--- src/rtl/uirq_pkg.sv ---
package uirq_pkg;
  localparam int REG_ADDR_W = 2;
  localparam int EN_W       = 6;
  localparam int ERR_W      = 3;

  localparam logic [REG_ADDR_W-1:0] ADDR_CTRL = 2'd0;
  localparam logic [REG_ADDR_W-1:0] ADDR_STAT = 2'd1;
  localparam logic [REG_ADDR_W-1:0] ADDR_TXB  = 2'd2;
  localparam logic [REG_ADDR_W-1:0] ADDR_RXB  = 2'd3;

  localparam int EN_TXI = 0;
  localparam int EN_RXI = 1;
  localparam int EN_ERI = 2;
  localparam int EN_FCI = 3;
  localparam int EN_TXD = 4;
  localparam int EN_RXD = 5;

  typedef struct packed {
    logic wrCtrl;
    logic wrTx;
    logic rdCtrl;
    logic rdStat;
    logic rdRx;
  } busStrobes_t;

  typedef struct packed {
    logic [EN_W-1:0]  enables;
    logic             ctsChg;
    logic             rxFull;
    logic             txEmpty;
    logic [ERR_W-1:0] errBits;
  } flagView_t;
endpackage

--- src/rtl/uirq_busdec.sv ---
module uirq_busdec
  import uirq_pkg::*;
#(
  parameter int DATA_W = 8
) (
  input  logic                  wrEn,
  input  logic                  rdEn,
  input  logic [REG_ADDR_W-1:0] addr,
  input  flagView_t             view,
  input  logic [DATA_W-1:0]     rxByte,
  output busStrobes_t           strobes,
  output logic [DATA_W-1:0]     rdData
);
  localparam int PAD_W = DATA_W - 8;

  logic [7:0] ctrlWord;
  logic [7:0] statWord;

  always_comb begin
    strobes        = '0;
    strobes.wrCtrl = wrEn && (addr == ADDR_CTRL);
    strobes.wrTx   = wrEn && (addr == ADDR_TXB);
    strobes.rdCtrl = rdEn && (addr == ADDR_CTRL);
    strobes.rdStat = rdEn && (addr == ADDR_STAT);
    strobes.rdRx   = rdEn && (addr == ADDR_RXB);
  end

  assign ctrlWord = {view.ctsChg, 1'b0, view.enables};
  assign statWord = {1'b0, view.ctsChg, view.rxFull, view.txEmpty,
                     |view.errBits, view.errBits};

  generate
    if (PAD_W > 0) begin : g_wide
      always_comb begin
        rdData = '0;
        if (rdEn) begin
          case (addr)
            ADDR_CTRL: rdData = {{PAD_W{1'b0}}, ctrlWord};
            ADDR_STAT: rdData = {{PAD_W{1'b0}}, statWord};
            ADDR_RXB:  rdData = rxByte;
            default:   rdData = '0;
          endcase
        end
      end
    end else begin : g_byte
      always_comb begin
        rdData = '0;
        if (rdEn) begin
          case (addr)
            ADDR_CTRL: rdData = ctrlWord;
            ADDR_STAT: rdData = statWord;
            ADDR_RXB:  rdData = rxByte;
            default:   rdData = '0;
          endcase
        end
      end
    end
  endgenerate
endmodule

--- src/rtl/uirq_flags.sv ---
module uirq_flags
  import uirq_pkg::*;
#(
  parameter int DATA_W = 8
) (
  input  logic              clk,
  input  logic              rstN,
  input  busStrobes_t       strobes,
  input  logic [DATA_W-1:0] wrData,
  input  logic              txEmptyEv,
  input  logic              rxFullEv,
  input  logic [ERR_W-1:0]  errEv,
  input  logic              ctsEv,
  output flagView_t         view,
  output logic              txIrq,
  output logic              rxIrq,
  output logic              errIrq,
  output logic              fcIrq,
  output logic              txDmaReq,
  output logic              rxDmaReq
);
  logic [EN_W-1:0]  enables;
  logic             txEmpty, rxFull, ctsChg;
  logic             txEmptyPrev, rxFullPrev;
  logic [ERR_W-1:0] errBits;

  always_ff @(posedge clk or negedge rstN) begin
    if (!rstN) enables <= '0;
    else if (strobes.wrCtrl) enables <= wrData[EN_W-1:0];
  end

  // A set event in the same cycle as the clearing access wins.
  always_ff @(posedge clk or negedge rstN) begin
    if (!rstN) begin
      txEmpty     <= 1'b1;
      rxFull      <= 1'b0;
      ctsChg      <= 1'b0;
      txEmptyPrev <= 1'b1;
      rxFullPrev  <= 1'b0;
    end else begin
      txEmpty     <= txEmptyEv | (txEmpty & ~strobes.wrTx);
      rxFull      <= rxFullEv  | (rxFull  & ~strobes.rdRx);
      ctsChg      <= ctsEv     | (ctsChg  & ~strobes.rdCtrl);
      txEmptyPrev <= txEmpty;
      rxFullPrev  <= rxFull;
    end
  end

  generate
    for (genvar i = 0; i < ERR_W; i++) begin : g_err
      always_ff @(posedge clk or negedge rstN) begin
        if (!rstN) errBits[i] <= 1'b0;
        else       errBits[i] <= errEv[i] | (errBits[i] & ~strobes.rdStat);
      end
    end
  endgenerate

  assign txIrq    = txEmpty & enables[EN_TXI] & ~enables[EN_TXD];
  assign rxIrq    = rxFull  & enables[EN_RXI] & ~enables[EN_RXD];
  assign errIrq   = (|errBits) & enables[EN_ERI];
  assign fcIrq    = ctsChg & enables[EN_FCI];
  assign txDmaReq = enables[EN_TXD] & txEmpty & ~txEmptyPrev;
  assign rxDmaReq = enables[EN_RXD] & rxFull  & ~rxFullPrev;

  assign view.enables = enables;
  assign view.ctsChg  = ctsChg;
  assign view.rxFull  = rxFull;
  assign view.txEmpty = txEmpty;
  assign view.errBits = errBits;
endmodule

--- src/rtl/uart_irq_dma_ctl.sv ---
module uart_irq_dma_ctl
  import uirq_pkg::*;
#(
  parameter int DATA_W = 8
) (
  input  logic                  clk,
  input  logic                  rstN,
  input  logic                  wrEn,
  input  logic                  rdEn,
  input  logic [REG_ADDR_W-1:0] addr,
  input  logic [DATA_W-1:0]     wrData,
  output logic [DATA_W-1:0]     rdData,
  output logic                  txLoad,
  output logic [DATA_W-1:0]     txByte,
  input  logic                  txEmptyEv,
  input  logic                  rxFullEv,
  input  logic [DATA_W-1:0]     rxByte,
  input  logic                  ovrErrEv,
  input  logic                  parErrEv,
  input  logic                  frmErrEv,
  input  logic                  ctsEv,
  output logic                  txIrq,
  output logic                  rxIrq,
  output logic                  errIrq,
  output logic                  fcIrq,
  output logic                  txDmaReq,
  output logic                  rxDmaReq
);
  busStrobes_t strobes;
  flagView_t   view;

  uirq_busdec #(.DATA_W(DATA_W)) u_dec (
    .wrEn(wrEn), .rdEn(rdEn), .addr(addr), .view(view),
    .rxByte(rxByte), .strobes(strobes), .rdData(rdData)
  );

  uirq_flags #(.DATA_W(DATA_W)) u_flags (
    .clk(clk), .rstN(rstN), .strobes(strobes), .wrData(wrData),
    .txEmptyEv(txEmptyEv), .rxFullEv(rxFullEv),
    .errEv({frmErrEv, parErrEv, ovrErrEv}), .ctsEv(ctsEv),
    .view(view), .txIrq(txIrq), .rxIrq(rxIrq), .errIrq(errIrq),
    .fcIrq(fcIrq), .txDmaReq(txDmaReq), .rxDmaReq(rxDmaReq)
  );

  assign txLoad = strobes.wrTx;
  assign txByte = wrData;
endmodule

--- config.mk ---
export PLATFORM = sky130hd
export DESIGN_NAME = uart_irq_dma_ctl
export DESIGN_NICKNAME = d
export VERILOG_FILES = /design/src/rtl/uirq_pkg.sv /design/src/rtl/uirq_busdec.sv /design/src/rtl/uirq_flags.sv /design/src/rtl/uart_irq_dma_ctl.sv
export SDC_FILE = /design/constraint.sdc
export NUM_CORES = 1
export LEC_CHECK = 0
export ABC_AREA = 1
export BUFFER_PORTS_ARGS = -buffer_cell sky130_fd_sc_hd__buf_4
export CORE_MARGIN = 8
export CORE_UTILIZATION = 42
export DETAILED_ROUTE_END_ITERATION = 8
export GPL_TIMING_DRIVEN = 0
export HOLD_SLACK_MARGIN = 0.05
export PLACE_DENSITY = 0.78
export SYNTH_ARGS = -nofsm -noshare
export SYNTH_HDL_FRONTEND = slang
export SYNTH_SLANG_ARGS = --single-unit
--- constraint.sdc ---
create_clock -name clk -period 0.86 [get_ports clk]
set_input_delay 0.086 -clock clk [delete_from_list [all_inputs] [get_ports clk]]
set_output_delay 0.086 -clock clk [all_outputs]
set_load 0.02 [all_outputs]
==> summary.md <==
| Metric | Value |
|---|---|
| Status | `finished with violations` |
| Failing checks | `setup timing` |
| Total power | `1.98 mW` |
| Setup Skew | `between 0.005 and 0.006 ns` |
| Placed Cells | `195` |
| 1st-pass router iterations | `4` |
| Vias in the first global route | `977` |
| Synth Area per Inst | `between 7 and 8 sq um` |
| Critical Path RT | `roughly 0.77 ns` |
| Fin crit period | `around 1.3 ns` |
| Largest cells by area after synthesis | `dfrtp_1, nand2_1, nand3_1` |
| Core Area | `~1900 sq um` |
| Hold Crit Start | `wrData[5]` |
| Area delta synth->final | `76.5%` |
| Worst hold path depth | `3` |
| # rows | `16` |
| CTS root buffer | `clkbuf_4` |
| Sequential Power Share | `roughly two fifths` |
| Max Cap Viol | `0` |
| Crit-path max cell delay | `roughly 0.57 ns` |
| Largest net degree at the start of global routing | `15` |
| GR Layer Usage met3 | `under 10%` |
| RSZ-0062 raised after global routing | `true` |
| Switching part of the total power | `roughly a third` |
| Post-synthesis sequential area ratio | `between 40 and 50%` |
| Ratio of cells with drive above 1 in the final layout | `between 40% and 50%` |
| 1st-iter DRT viols | `19` |
| Max Freq | `just under 800 MHz` |
| DP HPWL | `2110 um` |
| H-tree depth | `1` |
| Crit path top cell by count | `nand2_2` |
| Int Pwr | `approximately 1.3 mW` |
| Final Hold Viols | `0` |
| Vias per inst | `~4.6` |
| Sw power | `0.638 mW` |
| Count of non-filler cells in the finished layout | `around 220` |
| Cells along the critical path | `nand2_2 > nand3_2 > nand2_2 > inv_2 > buf_6` |
| Slowest cell on crit path | `dfstp_2` |
| CP max FO | `4` |
| Crit. End Element | `output pin` |
| Share of the synthesized area in the top cell type | `35.2%` |
| Ports | `51` |
| Die footprint | `~3700 sq um` |
| Filler Cells Inserted | `about 150` |
| Post-Syn Area | `~850 sq um` |
| Global-route wire length before repair | `4350 um` |
| Detailed-route DRC error count | `0` |
| Initial core utilization | `between 40% and 50%` |
| Met2 Use GR | `about 28%` |
| DP Area | `1260 sq um` |
| Crit Path Class | `flop to output pin` |
| I/O Buffers | `between 40 and 50` |
| Max-slew violations | `0` |
| R2R Path Start | `u_flags.txEmpty` |
| Netlist cell types | `17` |
| GR Layer Usage met1 | `between 15 and 20%` |
| Crit path buf inv count | `2` |
| Synth Register Bits | `14` |
| Clock Power Share | `24.1%` |
| Chip Width | `just over 60 um` |
| Tcrit/Tclk final | `150%` |
| Layout net count | `between 200 and 250` |
| Vias | `a little under 1000` |
| Worst slew pin tran | `slightly below 0.3 ns` |
| # setup viols final | `16` |
| Antenna Nets Post-Route | `0` |
| Worst Reg-to-Reg Cells | `4` |
| Startpoint types | `flop` |
| Synthesis Warnings | `0` |
| Antenna cell count | `0` |
| GPL Wtd Cong | `0.771` |
| TritonCTS buffer count | `3` |
| Comb pwr share | `a little over a third` |
| Die height | `just over 60 um` |
| Slew headroom | `between 80% and 90%` |
| DR WL/cell | `between 10 and 15 um` |
| Worst-Skew Late Latency | `~0.28 ns` |
| Worst Path Arrival | `approximately 1.2 ns` |
| HP Class | `input port to flop` |
| GRT Util Overall | `around 15%` |
| Total grt overflow | `0` |
| Max VDD drop | `~0.0013 V` |
| Most used routing layer in global routing | `met2` |
| Pwr Density | `approximately 1300 nW/um^2` |
| Endpoint, Worst Hold | `u_flags.enables[5]` |
| Worst Hold Slack | `approximately 0.057 ns` |
| Setup TNS | `-4.48 ns` |
| R2r setup slk | `-0.12 ns` |
| Final wirelength | `2770 um` |
| Net Count, Synth | `around 150` |
| Reg clk slew, reported paths | `about 0.09 ns` |
| PnR worst setup slack | `-0.430 ns` |
| FF-to-FF End | `u_flags.txEmpty` |
| Final instance area | `around 1500 sq um` |
| Gate Count Post-Synth | `between 100 and 150` |
| Delay-heaviest family, CP | `flip-flops` |
| Clock sink total | `14` |
| Yosys top cell by area | `dfrtp_1` |
| Initial antenna violation count | `0` |
| CTS Buffer Depth | `2` |
| Leakage | `just under 0.9 nW` |
| CTS tree | `done` |
[sequential cells by signal, indices dropped and copies added (netlist names)]
register	count
u_flags.txEmptyPrev	1
u_flags.view	3
u_flags.enables	6
u_flags.txEmpty	1
u_flags.rxFull	1
u_flags.ctsChg	1
u_flags.rxFullPrev	1
[area by class of cell]
cell class / count / area, sq um / area share [%]
well taps: 27 / 33.8 / 2.24
clock buffers: 4 / 36.3 / 2.41
flip-flops and latches: 14 / 353 / 23.4
repair buffers: 63 / 547 / 36.3
inverters: 16 / 60.1 / 3.99
plain buffers: 10 / 76.3 / 5.07
multi-input cells: 81 / 400 / 26.6
[worst register-to-register path, cell delays in order (launching register included)]
cell and delay, ns:
dfstp_2 0.57, buf_4 0.12, buf_6 0.08, inv_1 0.03, o21bai_1 0.12
[metal layers]
metal / vias to the layer above / wire length (um)
li1: 499 / -
met1: 463 / 1020
met2: 27 / 1580
met5: - / 0
met3: 2 / 147
met4: 0 / 14
[Yosys cell counts (all sizes together)]
| cell type | instances |
|---|---|
| a21boi | 1 |
| and3 | 1 |
| nor2 | 11 |
| dfrtp | 12 |
| dfstp | 2 |
| nand2 | 48 |
| o21bai | 6 |
| inv | 16 |
| nand3 | 12 |
| nor3 | 1 |
| clkbuf | 1 |
| buf | 9 |
| a21oi | 1 |
[what timing repair did]
item                                    CTS  global route
pin swaps                                 7            10
endpoints found under the setup margin   14            16
hold endpoints to repair                 23             0
resized for setup                        13            10
buffers inserted                          4             2
hold buffers                             10             0
[through the flow]
step                utilization (%)  worst slack, ns
finish                         77.6           -0.430
global placement               64.8           -0.150
floorplan                         -          -0.0152
global route                   77.6           -0.483
CTS                            75.8           -0.428
detailed placement             64.8           -0.181
[cell usage in the layout, fill, tap and decap left out, types with 3 or more instances in the layout]
cell type and count:
nand2_1 42, nand3_1 10, nor2_1 5, nor2_2 4
o21bai_1 6, buf_6 14, dfrtp_1 12, dlygate4sd3_1 10
clkbuf_4 3, inv_2 5, inv_1 11, buf_4 48
nand2_2 6
[cell families after synthesis]
group,synth area share (%)
AND/OR/NAND/NOR,36.1
buffers and inverters,15.8
flip-flops,41.3
AO/OA/AOI/OAI,6.74
[worst max-delay path by stage]
stage | cells past startpoint | slack [ns] | to | startpoint
6_report | 5 | -0.43 | rdData[4] | u_flags.txEmpty
5_1_grt | 5 | -0.48 | rdData[3] | u_flags.view[0]
4_1_cts | 5 | -0.43 | rdData[4] | u_flags.txEmpty
3_5_place_dp | 8 | -0.18 | rdData[4] | addr[1]
3_3_place_gp | 8 | -0.15 | rdData[4] | addr[1]
2_1_floorplan | 4 | -0.02 | rdData[4] | u_flags.txEmpty
[power groups by stage]
stage / Combinational, mW / Clock [mW] / Sequential, mW
final: 0.709 / 0.479 / 0.795
after global routing: 0.767 / 0.512 / 0.802
after CTS: 0.693 / 0.487 / 0.792
after detailed placement: 0.604 / 0 / 0.806
after global placement: 0.587 / 0 / 0.803
after floorplan: 0.329 / 0 / 0.788
Note: power is estimated with default switching activity, not from simulation.
